## config.mk

```make
export PLATFORM = sky130hd
export DESIGN_NAME = lfb_top
export DESIGN_NICKNAME = d
export VERILOG_FILES = /design/src/rtl/lfb_pkg.sv /design/src/rtl/lfb_linebuf.sv /design/src/rtl/lfb_ctrl.sv /design/src/rtl/lfb_top.sv
export SDC_FILE = /design/constraint.sdc
export NUM_CORES = 1
export LEC_CHECK = 0
export BUFFER_PORTS_ARGS = -buffer_cell sky130_fd_sc_hd__buf_2
export CORE_MARGIN = 1.5
export CORE_UTILIZATION = 30
export CTS_BUF_LIST = sky130_fd_sc_hd__clkbuf_16
export DETAILED_ROUTE_END_ITERATION = 16
export PLACE_DENSITY = 0.57
export SLEW_MARGIN = 20
export SYNTH_ARGS = -nofsm -noshare
export SYNTH_HDL_FRONTEND = slang
export SYNTH_SLANG_ARGS = --single-unit
```

## constraint.sdc

```tcl
create_clock -name clk -period 11.97 [get_ports clk]
set_input_delay 2.394 -clock clk [delete_from_list [all_inputs] [get_ports clk]]
set_output_delay 2.394 -clock clk [all_outputs]
set_load 0.01 [all_outputs]
```

## src/rtl/lfb_pkg.sv

```systemverilog
package lfb_pkg;

    localparam int unsigned ADDR_W = 32;
    localparam int unsigned DATA_W = 64;
    localparam int unsigned WORDS  = 4;
    localparam int unsigned WIDX_W = $clog2(WORDS);
    localparam int unsigned OFF_W  = $clog2(DATA_W / 8);
    localparam int unsigned LINE_W = ADDR_W - WIDX_W - OFF_W;

    typedef logic [LINE_W-1:0] line_t;
    typedef logic [WIDX_W-1:0] widx_t;
    typedef logic [DATA_W-1:0] word_t;
    typedef logic [ADDR_W-1:0] addr_t;

    typedef enum logic [1:0] {
        ST_IDLE,
        ST_REQ,
        ST_BURST,
        ST_PEN
    } fill_st_e;

    typedef struct packed {
        line_t line;
        widx_t widx;
    } load_t;

    function automatic load_t split_addr(input addr_t a);
        load_t l;
        l.line = a[ADDR_W-1 -: LINE_W];
        l.widx = a[OFF_W +: WIDX_W];
        return l;
    endfunction

endpackage

```

## src/rtl/lfb_linebuf.sv

```systemverilog
module lfb_linebuf
    import lfb_pkg::*;
(
    input  logic  clk,
    input  logic  rst,
    input  logic  fill_start,
    input  line_t fill_line,
    input  logic  wr_en,
    input  widx_t wr_idx,
    input  word_t wr_data,
    input  logic  fill_done,
    input  widx_t rd_idx,
    output logic  buf_valid,
    output line_t buf_line,
    output word_t rd_data
);

    word_t words [WORDS];

    always_ff @(posedge clk) begin
        if (rst) begin
            buf_valid <= 1'b0;
            buf_line  <= '0;
        end else if (fill_start) begin
            buf_valid <= 1'b0;
            buf_line  <= fill_line;
        end else if (fill_done) begin
            buf_valid <= 1'b1;
        end
    end

    for (genvar w = 0; w < WORDS; w++) begin : g_word
        always_ff @(posedge clk) begin
            if (wr_en && wr_idx == widx_t'(w)) begin
                words[w] <= wr_data;
            end
        end
    end

    assign rd_data = words[rd_idx];

    // beats are written only while the line is still being filled
    assert_write_during_fill_R4: assert property (@(posedge clk) disable iff (rst)
        wr_en |-> !buf_valid);

    // the buffer becomes usable right after the last beat
    assert_valid_after_done_R5: assert property (@(posedge clk) disable iff (rst)
        fill_done |=> buf_valid);

endmodule

```

## src/rtl/lfb_ctrl.sv

```systemverilog
module lfb_ctrl
    import lfb_pkg::*;
#(
    parameter int unsigned PENALTY_CYCLES = 4
) (
    input  logic  clk,
    input  logic  rst,
    input  logic  cpu_valid,
    input  load_t cpu_load,
    output logic  cpu_ready,
    input  logic  buf_hit,
    output logic  bus_req,
    output load_t cur_load,
    input  logic  bus_gnt,
    input  logic  beat_valid,
    input  widx_t beat_idx,
    output logic  fill_start,
    output logic  wr_en,
    output logic  fill_done,
    output logic  rsp_fire,
    output logic  rsp_sel_beat,
    output widx_t rd_idx
);

    localparam int unsigned PEN_W = (PENALTY_CYCLES > 1) ? $clog2(PENALTY_CYCLES) : 1;
    localparam logic [PEN_W-1:0] PEN_LAST = PEN_W'(PENALTY_CYCLES - 1);
    localparam widx_t BEAT_LAST = widx_t'(WORDS - 1);

    fill_st_e         state;
    load_t            pend;
    logic             pend_v;
    widx_t            beat_cnt;
    logic [PEN_W-1:0] pen_cnt;

    logic busy, last_beat, first_beat, accept, idle_hit, pen_end;

    assign busy       = (state == ST_REQ) || (state == ST_BURST);
    assign last_beat  = (state == ST_BURST) && beat_valid && (beat_cnt == BEAT_LAST);
    assign first_beat = (state == ST_BURST) && beat_valid && (beat_cnt == '0);
    assign pen_end    = (state == ST_PEN) && (pen_cnt == PEN_LAST);

    always_comb begin
        unique case (state)
            ST_IDLE:  cpu_ready = 1'b1;
            ST_REQ,
            ST_BURST: cpu_ready = !pend_v && !last_beat;
            default:  cpu_ready = 1'b0;
        endcase
    end

    assign accept   = cpu_valid && cpu_ready;
    assign idle_hit = (state == ST_IDLE) && accept && buf_hit;

    always_ff @(posedge clk) begin
        if (rst) begin
            state    <= ST_IDLE;
            cur_load <= '0;
            pend     <= '0;
            pend_v   <= 1'b0;
            beat_cnt <= '0;
            pen_cnt  <= '0;
        end else begin
            unique case (state)
                ST_IDLE: begin
                    if (accept && !buf_hit) begin
                        cur_load <= cpu_load;
                        state    <= ST_REQ;
                    end
                end
                ST_REQ: begin
                    if (bus_gnt) begin
                        state    <= ST_BURST;
                        beat_cnt <= '0;
                    end
                    if (accept) begin
                        pend   <= cpu_load;
                        pend_v <= 1'b1;
                    end
                end
                ST_BURST: begin
                    if (accept) begin
                        pend   <= cpu_load;
                        pend_v <= 1'b1;
                    end
                    if (beat_valid) begin
                        beat_cnt <= beat_cnt + widx_t'(1);
                    end
                    if (last_beat) begin
                        if (!pend_v) begin
                            state <= ST_IDLE;
                        end else if (pend.line == cur_load.line) begin
                            state   <= ST_PEN;
                            pen_cnt <= '0;
                        end else begin
                            cur_load <= pend;
                            pend_v   <= 1'b0;
                            state    <= ST_REQ;
                        end
                    end
                end
                default: begin
                    pen_cnt <= pen_cnt + PEN_W'(1);
                    if (pen_end) begin
                        pend_v <= 1'b0;
                        state  <= ST_IDLE;
                    end
                end
            endcase
        end
    end

    assign bus_req      = (state == ST_REQ);
    assign fill_start   = (state == ST_REQ) && bus_gnt;
    assign wr_en        = (state == ST_BURST) && beat_valid;
    assign fill_done    = last_beat;
    assign rsp_fire     = idle_hit || first_beat || pen_end;
    assign rsp_sel_beat = (state == ST_BURST);
    assign rd_idx       = (state == ST_IDLE) ? cpu_load.widx : pend.widx;

    // beats arrive critical word first, then ascending with wrap
    assert_beat_order_R4: assert property (@(posedge clk) disable iff (rst)
        (state == ST_BURST && beat_valid) |-> beat_idx == widx_t'(cur_load.widx + beat_cnt));

    // an ungranted request keeps its line and index
    assert_req_hold_R2: assert property (@(posedge clk) disable iff (rst)
        (bus_req && !bus_gnt) |=> bus_req && $stable(cur_load));

    // a held load to another line is requested with no gap
    assert_back_to_back_R6: assert property (@(posedge clk) disable iff (rst)
        (last_beat && pend_v && pend.line != cur_load.line) |=> bus_req);

    // no second load while one is held during a fill
    assert_one_pending_R8: assert property (@(posedge clk) disable iff (rst)
        (busy && pend_v) |-> !cpu_ready);

    // the penalty wait never issues a bus request
    assert_pen_no_req_R7: assert property (@(posedge clk) disable iff (rst)
        (state == ST_PEN) |-> !bus_req && !cpu_ready);

endmodule

```

## src/rtl/lfb_top.sv

```systemverilog
module lfb_top
    import lfb_pkg::*;
#(
    parameter int unsigned PENALTY_CYCLES = 4
) (
    input  logic        clk,
    input  logic        rst,
    input  logic        cpu_req_valid,
    output logic        cpu_req_ready,
    input  logic [31:0] cpu_req_addr,
    output logic        cpu_rsp_valid,
    output logic [63:0] cpu_rsp_data,
    output logic        bus_req,
    input  logic        bus_gnt,
    output logic [26:0] bus_line,
    output logic [1:0]  bus_crit_idx,
    input  logic        bus_beat_valid,
    input  logic [1:0]  bus_beat_idx,
    input  logic [63:0] bus_beat_data
);

    load_t cpu_load, cur_load;
    logic  buf_valid, buf_hit;
    line_t buf_line;
    word_t rd_data;
    widx_t rd_idx;
    logic  fill_start, wr_en, fill_done, rsp_fire, rsp_sel_beat;

    assign cpu_load = split_addr(cpu_req_addr);
    assign buf_hit  = buf_valid && (buf_line == cpu_load.line);

    lfb_ctrl #(.PENALTY_CYCLES(PENALTY_CYCLES)) u_ctrl (
        .clk          (clk),
        .rst          (rst),
        .cpu_valid    (cpu_req_valid),
        .cpu_load     (cpu_load),
        .cpu_ready    (cpu_req_ready),
        .buf_hit      (buf_hit),
        .bus_req      (bus_req),
        .cur_load     (cur_load),
        .bus_gnt      (bus_gnt),
        .beat_valid   (bus_beat_valid),
        .beat_idx     (bus_beat_idx),
        .fill_start   (fill_start),
        .wr_en        (wr_en),
        .fill_done    (fill_done),
        .rsp_fire     (rsp_fire),
        .rsp_sel_beat (rsp_sel_beat),
        .rd_idx       (rd_idx)
    );

    lfb_linebuf u_buf (
        .clk        (clk),
        .rst        (rst),
        .fill_start (fill_start),
        .fill_line  (cur_load.line),
        .wr_en      (wr_en),
        .wr_idx     (bus_beat_idx),
        .wr_data    (bus_beat_data),
        .fill_done  (fill_done),
        .rd_idx     (rd_idx),
        .buf_valid  (buf_valid),
        .buf_line   (buf_line),
        .rd_data    (rd_data)
    );

    assign bus_line     = cur_load.line;
    assign bus_crit_idx = cur_load.widx;

    always_ff @(posedge clk) begin
        if (rst) begin
            cpu_rsp_valid <= 1'b0;
            cpu_rsp_data  <= '0;
        end else begin
            cpu_rsp_valid <= rsp_fire;
            if (rsp_fire) begin
                cpu_rsp_data <= rsp_sel_beat ? bus_beat_data : rd_data;
            end
        end
    end

    // the critical beat reaches the load port one cycle later
    assert_crit_return_R3: assert property (@(posedge clk) disable iff (rst)
        (rsp_fire && rsp_sel_beat) |=> cpu_rsp_valid && cpu_rsp_data == $past(bus_beat_data));

    // a buffer hit while idle never touches the bus
    assert_hit_no_bus_R5: assert property (@(posedge clk) disable iff (rst)
        (cpu_req_valid && cpu_req_ready && buf_hit && !bus_req && !bus_beat_valid) |=> !bus_req);

endmodule

```

# ---- Word level (Yosys, flattened, before mapping)
# Memory sizes are Yosys's and may differ from the RTL's.
# Index checks and enable logic that the tools add are counted.
dict set report op_classes {
  add_sub_neg 2
  n_eq_ne 17
  muxes 45
  bitwise_logic 2
  n_reduce_logical 39
}
# op count
set op_table {}
lappend op_table {{$mux 64} 4}
lappend op_table {{$reduce_or 64->1} 3}
lappend op_table {{$mux 29} 4}
lappend op_table {{$pmux 29 s2} 1}
lappend op_table {{$eq 27x27->1} 2}
lappend op_table {{$mux 2} 15}
lappend op_table {{$mux 1} 16}
lappend op_table {{$logic_and 1x1->1} 15}
lappend op_table {{$eq 2x2->1 const B} 6}
lappend op_table {{$ne 2x1->1 const B} 4}
lappend op_table {{$pmux 2 s2} 2}
lappend op_table {{$reduce_and 4->1} 2}
lappend op_table {{$logic_not 2->1} 3}
lappend op_table {{$ne 2x2->1 const B} 3}
lappend op_table {{$pmux 2 s3} 1}
lappend op_table {{$reduce_or 2->1} 3}
lappend op_table {{$reduce_and 5->1} 1}
lappend op_table {{$add 2x1->2 const B} 2}
lappend op_table {{$eq 2x1->1 const B} 2}
lappend op_table {{$reduce_and 2->1} 2}
lappend op_table {{$reduce_bool 2->1} 2}
lappend op_table {{$reduce_bool 4->1} 1}
lappend op_table {{$logic_not 1->1} 3}
lappend op_table {{$pmux 1 s3} 1}
lappend op_table {{5 further kinds} 7}
dict set report word_totals {
  register_bits 158
  ramBits 256
  input_bits 103
  output_inout_bits 96
  wordCells 118
  mem_count 1
}
# name words word_bits rd rd_clocked_by_memory_dff wr line
set memory_table {}
lappend memory_table {u_buf.words 4 64 1 0 1 lfb_linebuf.sv:18} ;# word_t words [WORDS];

# ---- Depth between registers and ports, before layout
# Gate-level depths: netlist of the first run.
dict set report depth {
  ltp_word 12
  depth_mapped 11
}

# ---- Cells and area by module
# Synthesis of the first run repeated with hierarchy kept, for this count alone.
dict set report hier_totals {
  cells_unflattened 1223
  area_unflattened_um2 16955.0
}
# mod instances cells_per_inst area_per_inst_um2 seq_area_each_um2
set modules_own_cells {}
lappend modules_own_cells {lfb_linebuf 1 429 10312.4 8247.9}
lappend modules_own_cells {lfb_ctrl 1 472 3543.4 1301.2}
lappend modules_own_cells {lfb_top 1 322 3099.2 1301.2}

# ---- Worst setup path before layout of the first run
# OpenSTA, ideal clock, no wires.
dict set report synth_path {
  kind {input to register}
  from {input bus_beat_valid}
  to {memory u_buf.words[1][0] in the netlist's numbering, enable pin}
  setup_ns 0.578
  arrival_time_ns 7.171
  setup_slack_ns 4.222
  cell_stages 2
  cell_sequence {nand2_1 > nor3b_1}
}
dict set report synth_between {
  elab_chain_len 8
  elab_cells_between_ends 22
  classes_between {mux: 14; reduce/logical: 8}
}
# element line
set synth_lines {}
lappend synth_lines {{start: declaration} lfb_top.sv:17} ;# input logic bus_beat_valid,
lappend synth_lines {{$logic_and 1x1->1 *} lfb_ctrl.sv:114} ;# assign wr_en = (state == ST_BURST) && beat_valid;
lappend synth_lines {{$logic_and 1x1->1} lfb_linebuf.sv:34} ;# if (wr_en && wr_idx == widx_t'(w)) begin
lappend synth_lines {{$mux 1} lfb_linebuf.sv:34}
lappend synth_lines {{$mux 1 (not written as such)} lfb_linebuf.sv:35} ;# words[w] <= wr_data;
lappend synth_lines {{$reduce_or 64->1 (no line)} -}
lappend synth_lines {{$mux 2 (no line) / $mux 1 (equally long branches) (3 in series)} -}
lappend synth_lines {{end: declaration} lfb_linebuf.sv:18}
# Every way passes the cells marked *; elsewhere a longest branch is shown, timed or not.

# ---- Worst setup path in the final report of the first run
dict set report layout_path {
  from {input bus_beat_valid}
  to {output cpu_req_ready}
}
dict set report layout_between {
  elab_chain_len 5
}
# element line
set layout_lines {}
lappend layout_lines {{$logic_and 1x1->1 (2 in series)} lfb_ctrl.sv:38} ;# assign last_beat = (state == ST_BURST) && beat_valid && (beat_cnt == BEAT_LAST);
lappend layout_lines {{$logic_not 1->1} lfb_ctrl.sv:46} ;# ST_BURST: cpu_ready = !pend_v && !last_beat;
lappend layout_lines {{$logic_and 1x1->1} lfb_ctrl.sv:46}
lappend layout_lines {{$pmux 1 s2} lfb_ctrl.sv:43} ;# unique case (state)
lappend layout_lines {{end: declaration} lfb_top.sv:9} ;# output logic cpu_req_ready,
# No other way between the ends.

==> impl_metrics.toml, run 1 <==
[run_status]
status = "finished clean"

[floorplan]
start_util_pct = 30.33
die_width_um = 241.5
die_h_um = 241.5
ios = 199
rows = 87
core-area_sq_um = 56280
dieArea_sq_um = 58330

[placement]
place.gp.congestion = 0.7782
placedCellCount = 2120
port_buffers = 195
postPlaceCellArea_sq_um = 18730
hpwl_um = 25510

[cts]
path_clk_slew_ns = 0.06
cts_sinks = 414
clock_tree.buffer_depth = 3
post_cts_buffers = 0
cts.htree.levels = 2
cts-root-buf = "clkbuf_16"
cts_hold_buffers = 0
cts_tree = "done"
clk-insertion-delay-late_ns = 0.57
cts_buffers = 47
post_cts_resized = 0

[drt]
drt_pass1_iterations = 5
drt_iter0_markers = 839
route.detailed.drc = 0
vias_per_cell = 4.950
dr_total_vias = 10940
ant_nets = 0
detail_route.wl_per_cell_um = 20.71
routed_wl_um = 45780

[power]
p_leak_nw = 7.120
switching_share_pct = 34.44
seqPwrFrac_pct = 37.9
peakVddDrop_v = 0.0001544
clock_power_share_pct = 30.4
p_sw_w = 0.001599
p_int_w = 0.003043
report.power.total_w = 0.004642
power_density_nw_per_um2 = 229.2
combPwrFrac_pct = 31.7

[grt]
track_usage_pct = 15.42
grt_pass1_wl_um = 68770
antenna_found_initial = 7
globalRoute.totalOverflow = 0
grt_pass1_vias = 11080
grt_max_degree = 97

[synthesis]
synth_area_leaders = "edfxtp_1, dfxtp_1, mux4_2"
ys_seq_elements = 414
synth_top_area_cell = "edfxtp_1"
synth_area_sq_um = 17070
synth_nets = 1351
synth_top_area_share_pct = 45.04
yosysWarnings = 0
async_reset_ff_share_pct = 0
yosysSeqAreaShare_pct = 63.58
synth-edff-count = 256
netlist_instances = 1241
syn_area_per_cell_sq_um = 13.75
ys_types = 43
synth_ff_type = "edfxtp_1"

[finish]
area_delta_synth_final_pct = 18.65
fillers = 5501
final_area_sq_um = 20250
layout_commonest_cell = "edfxtp_1"
drive_gt1_share_pct = 29.15
multi_input_area_sq_um = 5744
regArea_sq_um = 10850
final_cell_mix = "edfxtp_1, nand2_1, buf_2, dfxtp_1, a21oi_1"
fin_nets = 1523
instances_no_fill = 2210

[timing]
final-setup-viol-count = 0
hold_viol = 0
relSlewSlack_pct = 28.67
min_period_ns = 5.514
clock_skew_ns = 0.01263
max_freq_ghz = 0.1813
worst_slew_pin_slew_ns = 1.070
drv_slew = 0
rsz0062_at_grt = "no"
fin_tns_setup_ns = 0
holdWs_ns = 0.4650
finalCritPeriodShare_pct = 46.07

[setup_path]
crit_path_max_fanout = 8
slowest_stage = "a31oi_1"
cpPeakStageDelay_ns = 0.21
r2r-start = "u_ctrl.state[0]"
crit_path_end_kind = "output port"
arrival_ns = 3.12
crit_path_start_kind = "primary input"
ff2ff_path_depth = 9
crit_top_cell = "buf_2"
setup.worst_path.class = "in2out"
r2r_slack_ns = 8.09
worstPathRequired_ns = 9.58
r2r-end = "cpu_rsp_data[61]"
path_cells = "buf_2, nand3_1, a31oi_1, nor2_1, buf_2"
startpoint = "bus_beat_valid"

[run]
cap_violations = 0

[min_path]
min_path_cells = 2
hold_start = "u_buf.buf_line[0]"
whs_endpoint = "u_buf.buf_line[0]"
hold_class = "reg2reg"
[area by class of cell]
class / count / share of cell area, %
flip-flops and latches: 414 / 53.58
inverters: 6 / 0.1112
well taps: 756 / 4.671
repair buffers: 219 / 5.740
clock inverters: 40 / 1.681
diodes: 3 / 0.03707
multi-input cells: 725 / 28.37
clock buffers: 47 / 5.808
[flip-flops by register name (all words and copies together) (netlist names), 2 cells and up]
register         flops
u_ctrl.pen_cnt       2
cpu_rsp_data        64
u_ctrl.pend         29
u_buf.buf_line      27
u_buf.words        256
u_ctrl.cur_load     29
u_ctrl.state         2
u_ctrl.beat_cnt      2
[critical path, delay by kind of cell]
family	cells	cell delay (ns)
and+or+nand+nor	2	0.16
buffers and inverters	2	0.35
AOI/OAI and AO/OA	1	0.21
[per-layer routing]
| metal | routed length [um] | vias up | track usage (%) | share of wire, % |
|---|---|---|---|---|
| met5 | 73 | - | 0 | 0.16 |
| met4 | 1050 | 12 | 4.994 | 2.3 |
| met3 | 2917 | 78 | 3.629 | 6.4 |
| met2 | 21590 | 284 | 25.25 | 47 |
| met1 | 20150 | 5509 | 20.11 | 44 |
| li1 | - | 5056 | - | - |
[power groups by stage]
stage                     clock network (W)  registers (W)  logic [W]
after floorplan                           0        0.00181    0.00102
after global placement                    0        0.00178    0.00147
after detailed placement                  0        0.00179    0.00149
after CTS                           0.00145        0.00176    0.00150
after global routing                0.00150        0.00178    0.00160
final                               0.00141        0.00176    0.00147
[worst max-delay path by stage]
stage / to / slack [ns] / cells past startpoint
finish: cpu_req_ready / 6.46 / 5
global route: cpu_req_ready / 6.42 / 5
CTS: cpu_req_ready / 6.47 / 5
detailed placement: cpu_rsp_data[60] / 6.33 / 8
global placement: cpu_rsp_data[63] / 6.35 / 8
floorplan: u_buf.words[1][0] / 4.22 / 2
[through the flow]
step	util, %	setup WS, ns
floorplan	-	4.222
global placement	33.27	6.353
detailed placement	33.27	6.335
CTS	35.97	6.466
global route	35.97	6.419
finish	35.98	6.456
[cells in the mapped netlist (all sizes together) (7+ instances only)]
library cell    n
a21oi          94
a311oi         97
buf            39
clkbuf         57
dfxtp         158
edfxtp        256
ha              7
mux2i          31
mux4           64
nand2         252
nor2           10
nor3           69
nor4           13
xor2           54
[logic make-up after synthesis]
family	after synthesis	synth area share [%]
flops	414	63.58
simple gates	361	8.952
compound gates	208	10.68
buf+inv	102	3.218
mux	95	10.29
xor+xnor	54	2.771
fa+ha+maj	7	0.5132
Power figures use the tool's default switching activity.
==> inputs of run 2 (changes only) <==
--- a/config.mk
+++ b/config.mk
@@ -10,7 +10,7 @@
 export CORE_UTILIZATION = 30
 export CTS_BUF_LIST = sky130_fd_sc_hd__clkbuf_16
 export DETAILED_ROUTE_END_ITERATION = 16
-export PLACE_DENSITY = 0.57
+export PLACE_DENSITY = 0.58
 export SLEW_MARGIN = 20
 export SYNTH_ARGS = -nofsm -noshare
 export SYNTH_HDL_FRONTEND = slang
==> constraint.sdc (replaced) <==
create_clock -name clk -period 4.5 [get_ports clk]
set_input_delay 0.9 -clock clk [delete_from_list [all_inputs] [get_ports clk]]
set_output_delay 0.9 -clock clk [all_outputs]
set_load 0.01 [all_outputs]
==> impl_metrics.toml, run 2 (synthesized netlist as in run 1, its figures left out) <==
[run_status]
status = "finished clean"

[finish]
final_cell_mix = "edfxtp_1, nand2_1, buf_2, dfxtp_1, a21oi_1"
reg_top3 = "u_buf.words (256), cpu_rsp_data (64)"
largest_register = "u_buf.words"
fin_nets = 1523
fillers = 5490
largest_reg_flops = 256
layout_commonest_cell = "edfxtp_1"
drive_gt1_share_pct = 29.26
area_delta_synth_final_pct = 19.09

[drt]
wl_met3_um = 2907
drt_pass1_iterations = 5
wl_met1_um = 19530
routed.top_layer = "met5"
dr_total_vias = 11030
wl_met2_um = 21410
detail_route.wl_per_cell_um = 20.33
route.detailed.drc = 0
vias_per_cell = 4.995
routed_wl_um = 44900
drt_iter0_markers = 715
ant_nets = 0

[cts]
cts.htree.levels = 2
cts_hold_buffers = 0
clk-insertion-delay-late_ns = 0.59
post_cts_resized = 0
clock_tree.buffer_depth = 3
cts_tree = "done"
cts_sinks = 414
cts_buffers = 47
post_cts_buffers = 0
path_clk_slew_ns = 0.06
cts-root-buf = "clkbuf_16"

[timing]
worst_slew_pin_slew_ns = 1.074
finalWorstSetupSlack_ns = 1.312
hold_viol = 0
drv_slew = 0
max_freq_ghz = 0.3137
clock_skew_ns = 0.02026
relSlewSlack_pct = 28.20
rsz0062_at_grt = "no"
min_period_ns = 3.188
final-setup-viol-count = 0
fin_tns_setup_ns = 0
finalCritPeriodShare_pct = 70.84

[setup_path]
startpoint = "u_ctrl.state[0]"
arrival_ns = 2.29
crit_path_max_fanout = 43
setup.worst_path.class = "reg2out"
r2r_slack_ns = 1.39
crit_path_end_kind = "output port"
crit_path_start_kind = "register"
r2r-start = "u_ctrl.state[0]"
worstPathRequired_ns = 3.60

[floorplan]
rows = 87
start_util_pct = 30.33
core-area_sq_um = 56280
die_width_um = 241.5
ios = 199
die_h_um = 241.5
dieArea_sq_um = 58330

[grt]
antenna_found_initial = 8
grt_max_degree = 86
grt_pass1_wl_um = 68250
track_usage_pct = 15.17
globalRoute.totalOverflow = 0
grt_pass1_vias = 10950

[placement]
hpwl_um = 25830
dp_slack_ns = 1.187
place.gp.congestion = 0.7864
port_buffers = 195

[power]
switching_share_pct = 34.47
p_int_w = 0.008046
peakVddDrop_v = 0.0003482
power_density_nw_per_um2 = 604.1
seqPwrFrac_pct = 38.2
p_leak_nw = 7.129
clock_power_share_pct = 30.0
combPwrFrac_pct = 31.9
p_sw_w = 0.004232

[run]
cap_violations = 0

[min_path]
hold_start = "u_buf.buf_line[22]"
hold_class = "reg2reg"
## run 2: cell count changes in the layout (fill, tap and decap cells not counted), moves of 2 or more
cell,change
inv_6,-2
bufinv_16,-2
buf_4,-6
buf_12,+6
clkinvlp_4,+3
clkinv_1,-2
## run 2: worst max-delay path, stage by stage (launching register included)
cell	delay, ns
dfxtp_1	0.32
inv_1	0.18
ha_4	0.59
nand3_1	0.13
a31oi_1	0.24
nor2_1	0.07
buf_2	0.17
## run 2: path summary, 6_finish.rpt
check / endpoint / cells past startpoint
setup / recovery: cpu_req_ready / 6
setup reg to reg: cpu_rsp_data[6] / 9
hold / removal: u_buf.buf_line[22] / 2
hold reg to reg: u_buf.buf_line[22] / 2
## run 2: routing by layer
layer	vias to the layer above	track usage, %
li1	5069	-
met5	-	0
met4	14	4.366
met3	75	3.640
met1	5573	20.02
met2	297	24.77
## run 2: cell type report
type,instances,area [sq um],share of cell area [%]
timing repair buffer,219,1237,6.088
multi-input combinational,725,5761,28.34
clock buffer,48,1201,5.910
sequential,414,10850,53.39
inverter,6,22.52,0.1108
antenna,3,7.507,0.03694
clock inverter,37,299.0,1.471
tap,756,945.9,4.654
## run 2: power groups by stage
stage                     combinational, W  sequential (W)  clock (W)
after global routing               0.00427         0.00473    0.00394
after CTS                          0.00399         0.00469    0.00379
final                              0.00391         0.00469    0.00368
after floorplan                    0.00272         0.00482          0
after global placement             0.00391         0.00474          0
after detailed placement           0.00398         0.00477          0
## run 2: stage by stage
| stage | utilization [%] | total power, W | std cells | hold WS (ns) | cell area [sq um] |
|---|---|---|---|---|---|
| floorplan | - | 0.007536 | 1241 | 0.4478 | 17090 |
| global placement | 33.44 | 0.008656 | 2120 | 0.4549 | 18820 |
| detailed placement | 33.44 | 0.008741 | 2120 | 0.4594 | 18820 |
| CTS | 36.10 | 0.01247 | 2205 | 0.4666 | 20320 |
| global route | 36.11 | 0.01294 | 2206 | 0.4813 | 20320 |
| finish | 36.11 | 0.01228 | 2208 | 0.4661 | 20320 |
==> inputs of run 3 (changes only) <==
--- a/config.mk
+++ b/config.mk
@@ -5,12 +5,13 @@
 export SDC_FILE = /design/constraint.sdc
 export NUM_CORES = 1
 export LEC_CHECK = 0
+export ABC_AREA = 1
 export BUFFER_PORTS_ARGS = -buffer_cell sky130_fd_sc_hd__buf_2
 export CORE_MARGIN = 1.5
 export CORE_UTILIZATION = 30
 export CTS_BUF_LIST = sky130_fd_sc_hd__clkbuf_16
 export DETAILED_ROUTE_END_ITERATION = 16
-export PLACE_DENSITY = 0.58
+export PLACE_DENSITY = 0.57
 export SLEW_MARGIN = 20
 export SYNTH_ARGS = -nofsm -noshare
 export SYNTH_HDL_FRONTEND = slang
==> constraint.sdc (replaced) <==
create_clock -name clk -period 3.1 [get_ports clk]
set_input_delay 0.62 -clock clk [delete_from_list [all_inputs] [get_ports clk]]
set_output_delay 0.62 -clock clk [all_outputs]
set_load 0.01 [all_outputs]
==> impl_metrics.toml, run 3 <==
[cts]
cts_sinks = 414
clk-insertion-delay-late_ns = 0.59
cts_hold_buffers = 0
post_cts_buffers = 0
cts.htree.levels = 2
cts-root-buf = "clkbuf_16"
cts_tree = "done"
path_clk_slew_ns = 0.06
clock_tree.buffer_depth = 3
cts_buffers = 47
post_cts_resized = 0

[synthesis]
netlist_instances = 1869
synth_nets = 1979
synth_common_cells = "nand2_1, nor2_1, edfxtp_1"
yosysMostFrequentCell = "nand2_1"
synth_area_sq_um = 17590
synth_top_area_cell = "edfxtp_1"
synth-edff-count = 256
async_reset_ff_share_pct = 0
ys_seq_elements = 414
synth_top_area_share_pct = 43.70
syn_area_per_cell_sq_um = 9.412
ys_types = 38
synth_area_leaders = "edfxtp_1, dfxtp_1, nand2_1"
synth_ff_type = "edfxtp_1"
yosysWarnings = 0
yosysSeqAreaShare_pct = 61.68

[finish]
layout_commonest_cell = "nand2_1"
area_delta_synth_final_pct = 19.73
fillers = 5767
fin_nets = 2148
final_cell_mix = "nand2_1, nor2_1, edfxtp_1, buf_2, dfxtp_1"
largest_register = "u_buf.words"
drive_gt1_share_pct = 19.26
final_area_sq_um = 21060
largest_reg_flops = 256
reg_top3 = "u_buf.words (256), cpu_rsp_data (64)"

[timing]
fin_tns_setup_ns = 0
final-setup-viol-count = 0
max_freq_ghz = 0.3730
drv_slew = 0
rsz0062_at_grt = "no"
worst_slew_pin_slew_ns = 0.8817
hold_viol = 0
relSlewSlack_pct = 40.99
clock_skew_ns = 0.01766
finalCritPeriodShare_pct = 86.48
min_period_ns = 2.681

[run]
cap_violations = 0

[min_path]
whs_endpoint = "u_buf.words[0][40]"
min_path_cells = 1
hold_class = "in2reg"
hold_start = "bus_beat_data[40]"

[grt]
track_usage_pct = 15.61
grt_max_degree = 105
globalRoute.totalOverflow = 0
grt_pass1_wl_um = 72710
antenna_found_initial = 6
grt_pass1_vias = 13080

[setup_path]
crit_path_max_fanout = 26
arrival_ns = 3.20
r2r-end = "cpu_rsp_data[11]"
setup.worst_path.class = "reg2reg"
r2r-start = "u_ctrl.state[1]"
ff2ff_path_depth = 10
r2r_slack_ns = 0.42
crit_path_end_kind = "register"
worstPathRequired_ns = 3.62
crit_path_start_kind = "register"

[floorplan]
core-area_sq_um = 57810
rows = 88
die_h_um = 245.2
dieArea_sq_um = 60100
ios = 199
start_util_pct = 30.43
die_width_um = 245.2

[placement]
place.gp.congestion = 0.7924
postPlaceCellArea_sq_um = 19460
port_buffers = 195
hpwl_um = 28630

[drt]
detail_route.wl_per_cell_um = 16.64
route.detailed.drc = 0
routed_wl_um = 47340
drt_iter0_markers = 727
drt_pass1_iterations = 5
dr_total_vias = 13280
vias_per_cell = 4.666
ant_nets = 0

[power]
peakVddDrop_v = 0.0004843
power_density_nw_per_um2 = 877.0
p_leak_nw = 8.456

[run_status]
status = "finished clean"
-- run 3: changes by cell type in the layout (fill, tap and decap cells not counted), moves of 29 or more --
cell | previous run | this run
mux2i_1 | 29 | 0
nor3_1 | 67 | 0
a21oi_1 | 94 | 65
nor2_2 | 0 | 50
o21ai_1 | 0 | 62
a311oi_1 | 37 | 0
nor2_1 | 9 | 376
nand2_1 | 251 | 415
o21ai_0 | 3 | 119
inv_1 | 17 | 81
o32ai_1 | 0 | 64
a311oi_2 | 60 | 0
xor2_1 | 54 | 4
mux4_2 | 64 | 0
-- run 3: stage by stage --
stage,hold slack (ns),power [W],setup WS (ns),utilization [%],cells
6_report,0.2615,0.01847,0.4190,36.44,2845
5_1_grt,0.2225,0.01974,0.1501,36.43,2844
4_1_cts,0.2103,0.01878,0.3544,36.42,2842
3_5_place_dp,0.4576,0.01299,0.3847,33.67,2754
3_3_place_gp,0.4502,0.01286,0.4742,33.67,2754
2_1_floorplan,0.4390,0.01127,0.02017,-,1869
-- run 3: logic make-up (layout without fill, tap and decap cells) --
logic type	Yosys count	in the layout	share of synthesized area [%]
xor+xnor	25	25	1.245
flops	414	414	61.68
compound gates	318	318	10.51
other cells	0	3	0
simple gates	887	887	20.27
fa+ha+maj	7	7	0.4978
buf+inv	218	426	5.804
-- run 3: area by class of cell --
type,instances,area (sq um),share of cell area (%)
sequential,414,10850,51.51
multi-input combinational,1237,5797,27.52
timing repair buffer,232,1454,6.903
clock buffer,48,1201,5.703
tap,765,957.2,4.544
inverter,106,404.1,1.919
clock inverter,40,391.6,1.859
antenna,3,7.507,0.03564
-- run 3: worst max-delay path, stage by stage (launching register included) --
cell and delay [ns]:
dfxtp_1 0.43, inv_1 0.13, ha_1 0.35, o21ai_4 0.74, buf_4 0.34, o21ai_1 0.10
o32ai_1 0.14, nand2_1 0.09, nand3_1 0.12, nand2_1 0.07, nor2_2 0.08
-- run 3: worst max path at each step --
stage               depth (start not counted)       startpoint  slack [ns]                end
global placement                           10  u_ctrl.state[0]        0.47   cpu_rsp_data[46]
detailed placement                         10  u_ctrl.state[1]        0.38   cpu_rsp_data[11]
CTS                                        10  u_ctrl.state[1]        0.35   cpu_rsp_data[11]
finish                                     10  u_ctrl.state[1]        0.42   cpu_rsp_data[11]
global route                               10  u_ctrl.state[1]        0.15   cpu_rsp_data[59]
floorplan                                   6  u_ctrl.state[0]        0.02  u_buf.words[0][0]
-- run 3: where the power goes --
group / switching, W / internal, W
Clock: 0.00233 / 0.00335
Sequential: 0.000416 / 0.00654
Combinational: 0.00382 / 0.00202
-- run 3: routing by layer --
metal	up-vias	GRT usage [%]	part of all wire [%]	wire length, um
li1	6568	-	-	-
met1	6333	19.53	44	20760
met2	283	26.93	48	22940
met3	86	3.182	5.1	2431
met4	6	4.757	2.5	1167
met5	-	0	0.087	41
